**src/rtl/mbx_pkg.sv**
```systemverilog
package mbx_pkg;
  localparam logic [2:0] OFF_CTRL = 3'd0;
  localparam logic [2:0] OFF_STAT = 3'd5;
  localparam int STAT_PEND = 0;
  localparam int STAT_IRQ  = 1;
  localparam int STAT_OVR  = 2;

  function automatic logic is_payload_off(input logic [2:0] off);
    return (off >= 3'd1) && (off <= 3'd4);
  endfunction
endpackage

```
**src/rtl/mbx_payload_ram.sv**
```systemverilog
module mbx_payload_ram #(
  parameter int DW    = 32,
  parameter int DEPTH = 32,
  localparam int AW   = $clog2(DEPTH)
) (
  input  logic          clk,
  input  logic          we,
  input  logic [AW-1:0] addr,
  input  logic [DW-1:0] wdata,
  output logic [DW-1:0] rdata
);
  logic [DW-1:0] mem [DEPTH];

  always_ff @(posedge clk) begin
    if (we) mem[addr] <= wdata;
    rdata <= mem[addr];
  end
endmodule

```
**src/rtl/mbx_channel.sv**
```systemverilog
module mbx_channel
  import mbx_pkg::*;
#(
  parameter int DW = 32
) (
  input  logic          clk,
  input  logic          rst,
  input  logic          we,
  input  logic [2:0]    off,
  input  logic [DW-1:0] wdata,
  output logic [DW-2:0] ctrl_q,
  output logic          pend_q,
  output logic          irq_q,
  output logic          ovr_q
);
  logic busy_hit;
  assign busy_hit = we && pend_q && (off == OFF_CTRL || is_payload_off(off));

  always_ff @(posedge clk) begin
    if (rst) begin
      ctrl_q <= '0;
      pend_q <= 1'b0;
      irq_q  <= 1'b0;
      ovr_q  <= 1'b0;
    end else if (busy_hit) begin
      ovr_q <= 1'b1;
    end else if (we && off == OFF_CTRL) begin
      ctrl_q <= wdata[DW-2:0];
      if (wdata[DW-1]) begin
        pend_q <= 1'b1;
        irq_q  <= 1'b1;
      end
    end else if (we && off == OFF_STAT) begin
      if (wdata[STAT_PEND]) pend_q <= 1'b0;
      if (wdata[STAT_IRQ])  irq_q  <= 1'b0;
      if (wdata[STAT_OVR])  ovr_q  <= 1'b0;
    end
  end

  assert_trigger_sets_flags_R2: assert property (@(posedge clk) disable iff (rst)
    (we && off == OFF_CTRL && !pend_q && wdata[DW-1]) |=> (pend_q && irq_q));

  assert_busy_write_ignored_R5: assert property (@(posedge clk) disable iff (rst)
    (we && pend_q && off <= 3'd4) |=> (ovr_q && $stable(ctrl_q)));

  assert_w1c_pending_R4: assert property (@(posedge clk) disable iff (rst)
    (we && off == OFF_STAT && wdata[STAT_PEND]) |=> !pend_q);
endmodule

```
**src/rtl/mbx_irq_route.sv**
```systemverilog
module mbx_irq_route #(
  parameter int NCH = 8
) (
  input  logic           clk,
  input  logic           rst,
  input  logic           mask_we,
  input  logic           lock_we,
  input  logic [NCH-1:0] wdata,
  input  logic [NCH-1:0] irqp,
  output logic [NCH-1:0] mask_q,
  output logic [NCH-1:0] lock_q,
  output logic           irq_o
);
  always_ff @(posedge clk) begin
    if (rst) begin
      mask_q <= '1;
      lock_q <= '0;
      irq_o  <= 1'b0;
    end else begin
      for (int i = 0; i < NCH; i++) begin
        if (mask_we && !lock_q[i]) mask_q[i] <= wdata[i];
      end
      if (lock_we) lock_q <= lock_q | wdata;
      irq_o <= |(irqp & ~mask_q);
    end
  end

  assert_lock_holds_mask_R9: assert property (@(posedge clk) disable iff (rst)
    1'b1 |=> (((mask_q ^ $past(mask_q)) & $past(lock_q)) == '0));

  assert_lock_sticky_R9: assert property (@(posedge clk) disable iff (rst)
    1'b1 |=> (($past(lock_q) & ~lock_q) == '0));

  assert_irq_quiet_R10: assert property (@(posedge clk) disable iff (rst)
    ((irqp & ~mask_q) == '0) |=> !irq_o);
endmodule

```
**src/rtl/ipc_mailbox.sv**
```systemverilog
module ipc_mailbox
  import mbx_pkg::*;
#(
  parameter int NCH   = 8,
  parameter int NDEST = 2,
  parameter int DW    = 32,
  localparam int CH_AW = (NCH > 1) ? $clog2(NCH) : 1,
  localparam int AW    = CH_AW + 4
) (
  input  logic             clk,
  input  logic             rst,
  input  logic [AW-1:0]    addr,
  input  logic             wr_en,
  input  logic [DW-1:0]    wr_data,
  output logic [DW-1:0]    rd_data,
  output logic [NDEST-1:0] irq_o
);
  localparam int GOFF_W = CH_AW + 3;

  logic              glob;
  logic [CH_AW-1:0]  ch;
  logic [2:0]        off;
  logic [GOFF_W-1:0] goff;
  logic              ch_ok;
  logic [2:0]        offm1;

  assign glob  = addr[AW-1];
  assign ch    = addr[CH_AW+2:3];
  assign off   = addr[2:0];
  assign goff  = addr[GOFF_W-1:0];
  assign ch_ok = int'(ch) < NCH;
  assign offm1 = off - 3'd1;

  logic [NCH-1:0] pend, irqp, ovr;
  logic [DW-2:0]  ctrl [NCH];

  for (genvar c = 0; c < NCH; c++) begin : g_ch
    mbx_channel #(.DW(DW)) u_ch (
      .clk   (clk),
      .rst   (rst),
      .we    (wr_en && !glob && ch_ok && int'(ch) == c),
      .off   (off),
      .wdata (wr_data),
      .ctrl_q(ctrl[c]),
      .pend_q(pend[c]),
      .irq_q (irqp[c]),
      .ovr_q (ovr[c])
    );
  end

  logic            ram_we;
  logic [DW-1:0]   ram_q;
  logic [CH_AW+1:0] ram_addr;

  assign ram_addr = {ch, offm1[1:0]};
  assign ram_we   = wr_en && !glob && ch_ok && is_payload_off(off) && !pend[ch];

  mbx_payload_ram #(.DW(DW), .DEPTH(4 << CH_AW)) u_ram (
    .clk  (clk),
    .we   (ram_we),
    .addr (ram_addr),
    .wdata(wr_data),
    .rdata(ram_q)
  );

  logic [NCH-1:0] mask [NDEST];
  logic [NCH-1:0] lock [NDEST];

  for (genvar d = 0; d < NDEST; d++) begin : g_dest
    mbx_irq_route #(.NCH(NCH)) u_route (
      .clk    (clk),
      .rst    (rst),
      .mask_we(wr_en && glob && int'(goff) == 1 + 2 * d),
      .lock_we(wr_en && glob && int'(goff) == 2 + 2 * d),
      .wdata  (wr_data[NCH-1:0]),
      .irqp   (irqp),
      .mask_q (mask[d]),
      .lock_q (lock[d]),
      .irq_o  (irq_o[d])
    );
  end

  logic [DW-1:0] reg_rd, reg_rd_q;
  logic          from_ram_q;

  always_comb begin
    reg_rd = '0;
    if (glob) begin
      if (goff == '0) begin
        for (int i = 0; i < NCH; i++) begin
          reg_rd[2*i]   = pend[i];
          reg_rd[2*i+1] = irqp[i];
        end
      end
      for (int d = 0; d < NDEST; d++) begin
        if (int'(goff) == 1 + 2 * d) reg_rd[NCH-1:0] = mask[d];
        if (int'(goff) == 2 + 2 * d) reg_rd[NCH-1:0] = lock[d];
      end
    end else if (ch_ok) begin
      if (off == OFF_CTRL) reg_rd = {1'b0, ctrl[ch]};
      if (off == OFF_STAT) begin
        reg_rd[STAT_PEND] = pend[ch];
        reg_rd[STAT_IRQ]  = irqp[ch];
        reg_rd[STAT_OVR]  = ovr[ch];
      end
    end
  end

  always_ff @(posedge clk) begin
    if (rst) begin
      reg_rd_q   <= '0;
      from_ram_q <= 1'b0;
    end else begin
      reg_rd_q   <= reg_rd;
      from_ram_q <= !glob && ch_ok && is_payload_off(off);
    end
  end

  assign rd_data = from_ram_q ? ram_q : reg_rd_q;

  assert_ctrl_top_bit_clear_R3: assert property (@(posedge clk) disable iff (rst)
    !from_ram_q |-> !reg_rd_q[DW-1]);
endmodule

```
**config.mk**
```make
export PLATFORM = sky130hd
export DESIGN_NAME = ipc_mailbox
export DESIGN_NICKNAME = d
export VERILOG_FILES = /design/src/rtl/mbx_pkg.sv /design/src/rtl/mbx_payload_ram.sv /design/src/rtl/mbx_channel.sv /design/src/rtl/mbx_irq_route.sv /design/src/rtl/ipc_mailbox.sv
export SDC_FILE = /design/constraint.sdc
export NUM_CORES = 2
export LEC_CHECK = 0
export ABC_AREA = 1
export BUFFER_PORTS_ARGS = -buffer_cell sky130_fd_sc_hd__buf_2
export CAP_MARGIN = 20
export CORE_MARGIN = 2
export CORE_UTILIZATION = 25
export DETAILED_ROUTE_END_ITERATION = 16
export SLEW_MARGIN = 20
export SYNTH_ARGS = -nofsm -noshare
export SYNTH_HDL_FRONTEND = slang
export SYNTH_SLANG_ARGS = --single-unit
```
**constraint.sdc**
```tcl
create_clock -name clk -period 7.7 [get_ports clk]
set_input_delay 1.54 -clock clk [delete_from_list [all_inputs] [get_ports clk]]
set_output_delay 1.54 -clock clk [all_outputs]
set_load 0.005 [all_outputs]
```
==> flow_summary.yaml <==
sta:
  setup_viol: 0
  tightestPinTransition_ns: 1.15
  fin_crit_sh: 0.602
  relSlewSlack: 0.232
  slew_violations: 0
  rsz0062_at_grt: "no"
  maxClockFrequency_mhz: 216
  tns_ns: 0
  period_minus_slack_ns: 4.63
  hold_viol_final: 0
  finClkSkew_ns: 0.0256
placement:
  hpwl_um: 95100
  io_buffers: 75
  dp_cells: 7843
  gp_congestion: 0.856
  dpl_cell_area_um2: 58800
pwr:
  seqPwrFrac: 0.506
  swShare: 0.232
  power_density_nw_per_um2: 253
  vdd_drop_max_mv: 0.291
  leakagePower_uw: 0.0201
  pwr-share-comb: 0.061
  clock_power_share: 0.433
  total_switching_power_uw: 3730
  p_int_uw: 12300
routing:
  drt_iter0_drc: 4611
  vias: 40400
  dr_wl_met2_um: 80400
  met3_length_um: 16600
  postRouteAntennaNets: 0
  m1WireLength_um: 74200
  drt-vias-per-instance: 4.99
  drt-total-wl_um: 177000
  wire_per_inst_um: 21.9
  drc: 0
  dr.max_layer_used: "met5"
  dr.pass1.iters: 6
synthesis:
  yosys_warnings: 0
  ys_seq_elements: 1394
  synth_cells: 5079
  synthFlopType: "edfxtp_1"
  synth_edf_count: 1024
  synthSimpleGateAreaFrac: 0.128
  synth.distinct_cells: 44
  async_reset_ff_frac: 0
  synth_xor_xnor_area_share: 0
  syn_area_um2: 55300
  synth_compound_area_frac: 0.136
  syn_avg_cell_area_um2: 10.9
  synth_top_family_by_area: "compound AO/OA/AOI/OAI gates"
  synth.mux.area_fraction: 0.00631
  syn_nets: 5126
  synth_adder_area_share: 0.00113
  ys_seq_area_frac: 0.690
global_route:
  antenna_found_initial: 29
  overflow: 0
  gr-usage-all-layers: 0.152
  grt_pass1_wl_um: 257000
  grt_max_degree: 208
  grt_pass1_vias: 38000
status:
  outcome: "complete, no violations"
layout:
  nets: 5078
  drive_gt1_frac: 0.0946
  syn_to_final_growth_pct: 14.8
  final_area_um2: 63500
  fin_cells: 8110
clock_network:
  post_cts_buffers: 0
  cts_tree: "built"
  cts.path.max_buffers: 3
  htreeDepth: 4
  numCtsBuffers: 144
  cts_root_buffer: "clkbuf_16"
  clkTransAtPathRegs_ns: 0.06
  cts.sinks: 1394
  holdBufCountCts: 0
  worst_skew_pair.late_latency_ns: 0.80
  cts.repair.resized: 0
setup_path:
  end_kind: "register"
  cp_max_fo: 152
  startpoint_type: "primary input"
  required_ns: 8.34
  worstPathArrival_ns: 5.27
  worstSetupPathType: "in -> reg"
die:
  initial_core_util: 0.252
  dieArea_um2: 225000
  die_y_um: 474
  rows: 172
  die_x_um: 474
  core_area_um2: 220000
  ios: 76
run:
  drv_cap: 0
hold_path:
  hp-class: "reg -> reg"
==> worst max-delay path: stages <==
cell	delay (ns)
buf_8	0.28
inv_16	0.51
ha_4	0.22
nand2_1	0.30
inv_1	0.49
nand2_1	0.20
inv_2	0.51
nand2_2	0.64
o21ai_0	0.37
a21oi_1	0.06
==> worst paths after layout <==
check,slack (ns),start,cells after the start,end
setup / recovery,3.07,addr[0],10,g_ch[4].u_ch.ctrl_q[25]$_SDFFE_PP0P_
hold / removal,0.44,g_ch[1].u_ch.ctrl_q[19]$_SDFFE_PP0P_,2,g_ch[1].u_ch.ctrl_q[19]$_SDFFE_PP0P_
setup reg to reg,5.17,g_ch[6].u_ch.pend_q$_SDFFE_PP0P_,8,u_ram.mem[14][18]$_DFFE_PP_
hold reg to reg,0.44,g_ch[1].u_ch.ctrl_q[19]$_SDFFE_PP0P_,2,g_ch[1].u_ch.ctrl_q[19]$_SDFFE_PP0P_
==> layer usage <==
metal  track usage  vias to the layer above
li1              -                    18000
met3        0.0313                      377
met5             0                        -
met4        0.0519                       14
met2         0.238                     1963
met1         0.210                    20000
==> power by group through the flow <==
stage	Combinational [uW]	Clock [uW]	Sequential (uW)
6_report	975	6970	8130
3_3_place_gp	948	0	8290
5_1_grt	1060	7350	8130
3_5_place_dp	961	0	8290
2_1_floorplan	553	0	8260
4_1_cts	965	7050	8130
==> cells in the mapped netlist, drive strengths merged, types with 18 or more instances <==
| cell | instances | area, um2 |
|---|---|---|
| a21oi | 350 | 1750 |
| a22oi | 31 | 233 |
| buf | 124 | 634 |
| clkbuf | 237 | 890 |
| dfxtp | 370 | 7410 |
| edfxtp | 1024 | 30700 |
| inv | 159 | 597 |
| mux2 | 31 | 349 |
| nand2 | 689 | 2610 |
| nand3 | 251 | 1290 |
| nand4 | 38 | 238 |
| nor2 | 696 | 2670 |
| nor3 | 45 | 230 |
| o2111ai | 18 | 158 |
| o21ai | 736 | 3680 |
| o22ai | 223 | 1400 |
==> kinds of logic after synthesis <==
group | count (synthesis)
muxes | 31
adders and majority gates | 5
buffers and inverters | 526
DFF | 1394
AOI/OAI and AO/OA | 1398
and+or+nand+nor | 1725
==> cells in the final DEF (no fill, tap or decap), types with 9 or more instances in the layout <==
cell type  instances
nand2_1          680
a22oi_1           31
nand3_1          246
o2111ai_1         18
buf_4             91
nand4_1           38
buf_2             72
clkinv_2          20
edfxtp_1        1024
a21oi_1          350
nor3_1            12
o211ai_1          14
clkinv_1          20
o22ai_1          223
o21ai_0          699
clkbuf_16        148
inv_1            146
nor2_1           682
dfxtp_1          369
mux2_2            31
nand2_2            9
o21ai_1           37
nor3_2            33
clkbuf_8          19
inv_2             10
clkbuf_1          40
==> area by class of cell <==
type,count,area [um2]
Antenna cell,2,5.00
Clock inverter,58,589
Tap cell,2958,3700
Timing Repair Buffer,167,1110
Multi-Input combinational cell,3159,15200
Inverter,165,646
Clock buffer,207,4120
Fill cell,22600,156000
Sequential cell,1394,38200
==> state kept, by name (all words and copies together) (netlist names) <==
register / flops
from_ram_q: 1
g_dest.u_route.lock_q: 16
g_ch.u_ch.ctrl_q: 248
g_ch.u_ch.ovr_q: 8
reg_rd_q: 31
g_dest.u_route.mask_q: 16
g_ch.u_ch.irq_q: 8
u_ram.mem: 1024
g_ch.u_ch.pend_q: 8
g_dest.u_route.irq_o: 2
u_ram.rdata: 32
==> through the flow <==
| stage | utilization | power [uW] | setup WS (ns) | hold WS [ns] |
|---|---|---|---|---|
| 4_1_cts | 0.289 | 16100 | 3.19 | 0.447 |
| 5_1_grt | 0.289 | 16500 | 2.77 | 0.464 |
| 3_3_place_gp | 0.267 | 9240 | 2.40 | 0.433 |
| 3_5_place_dp | 0.267 | 9250 | 2.36 | 0.438 |
| 2_1_floorplan | - | 8810 | 1.85 | 0.424 |
| 6_report | 0.289 | 16100 | 3.07 | 0.444 |
(Power assumes the default switching activity.)
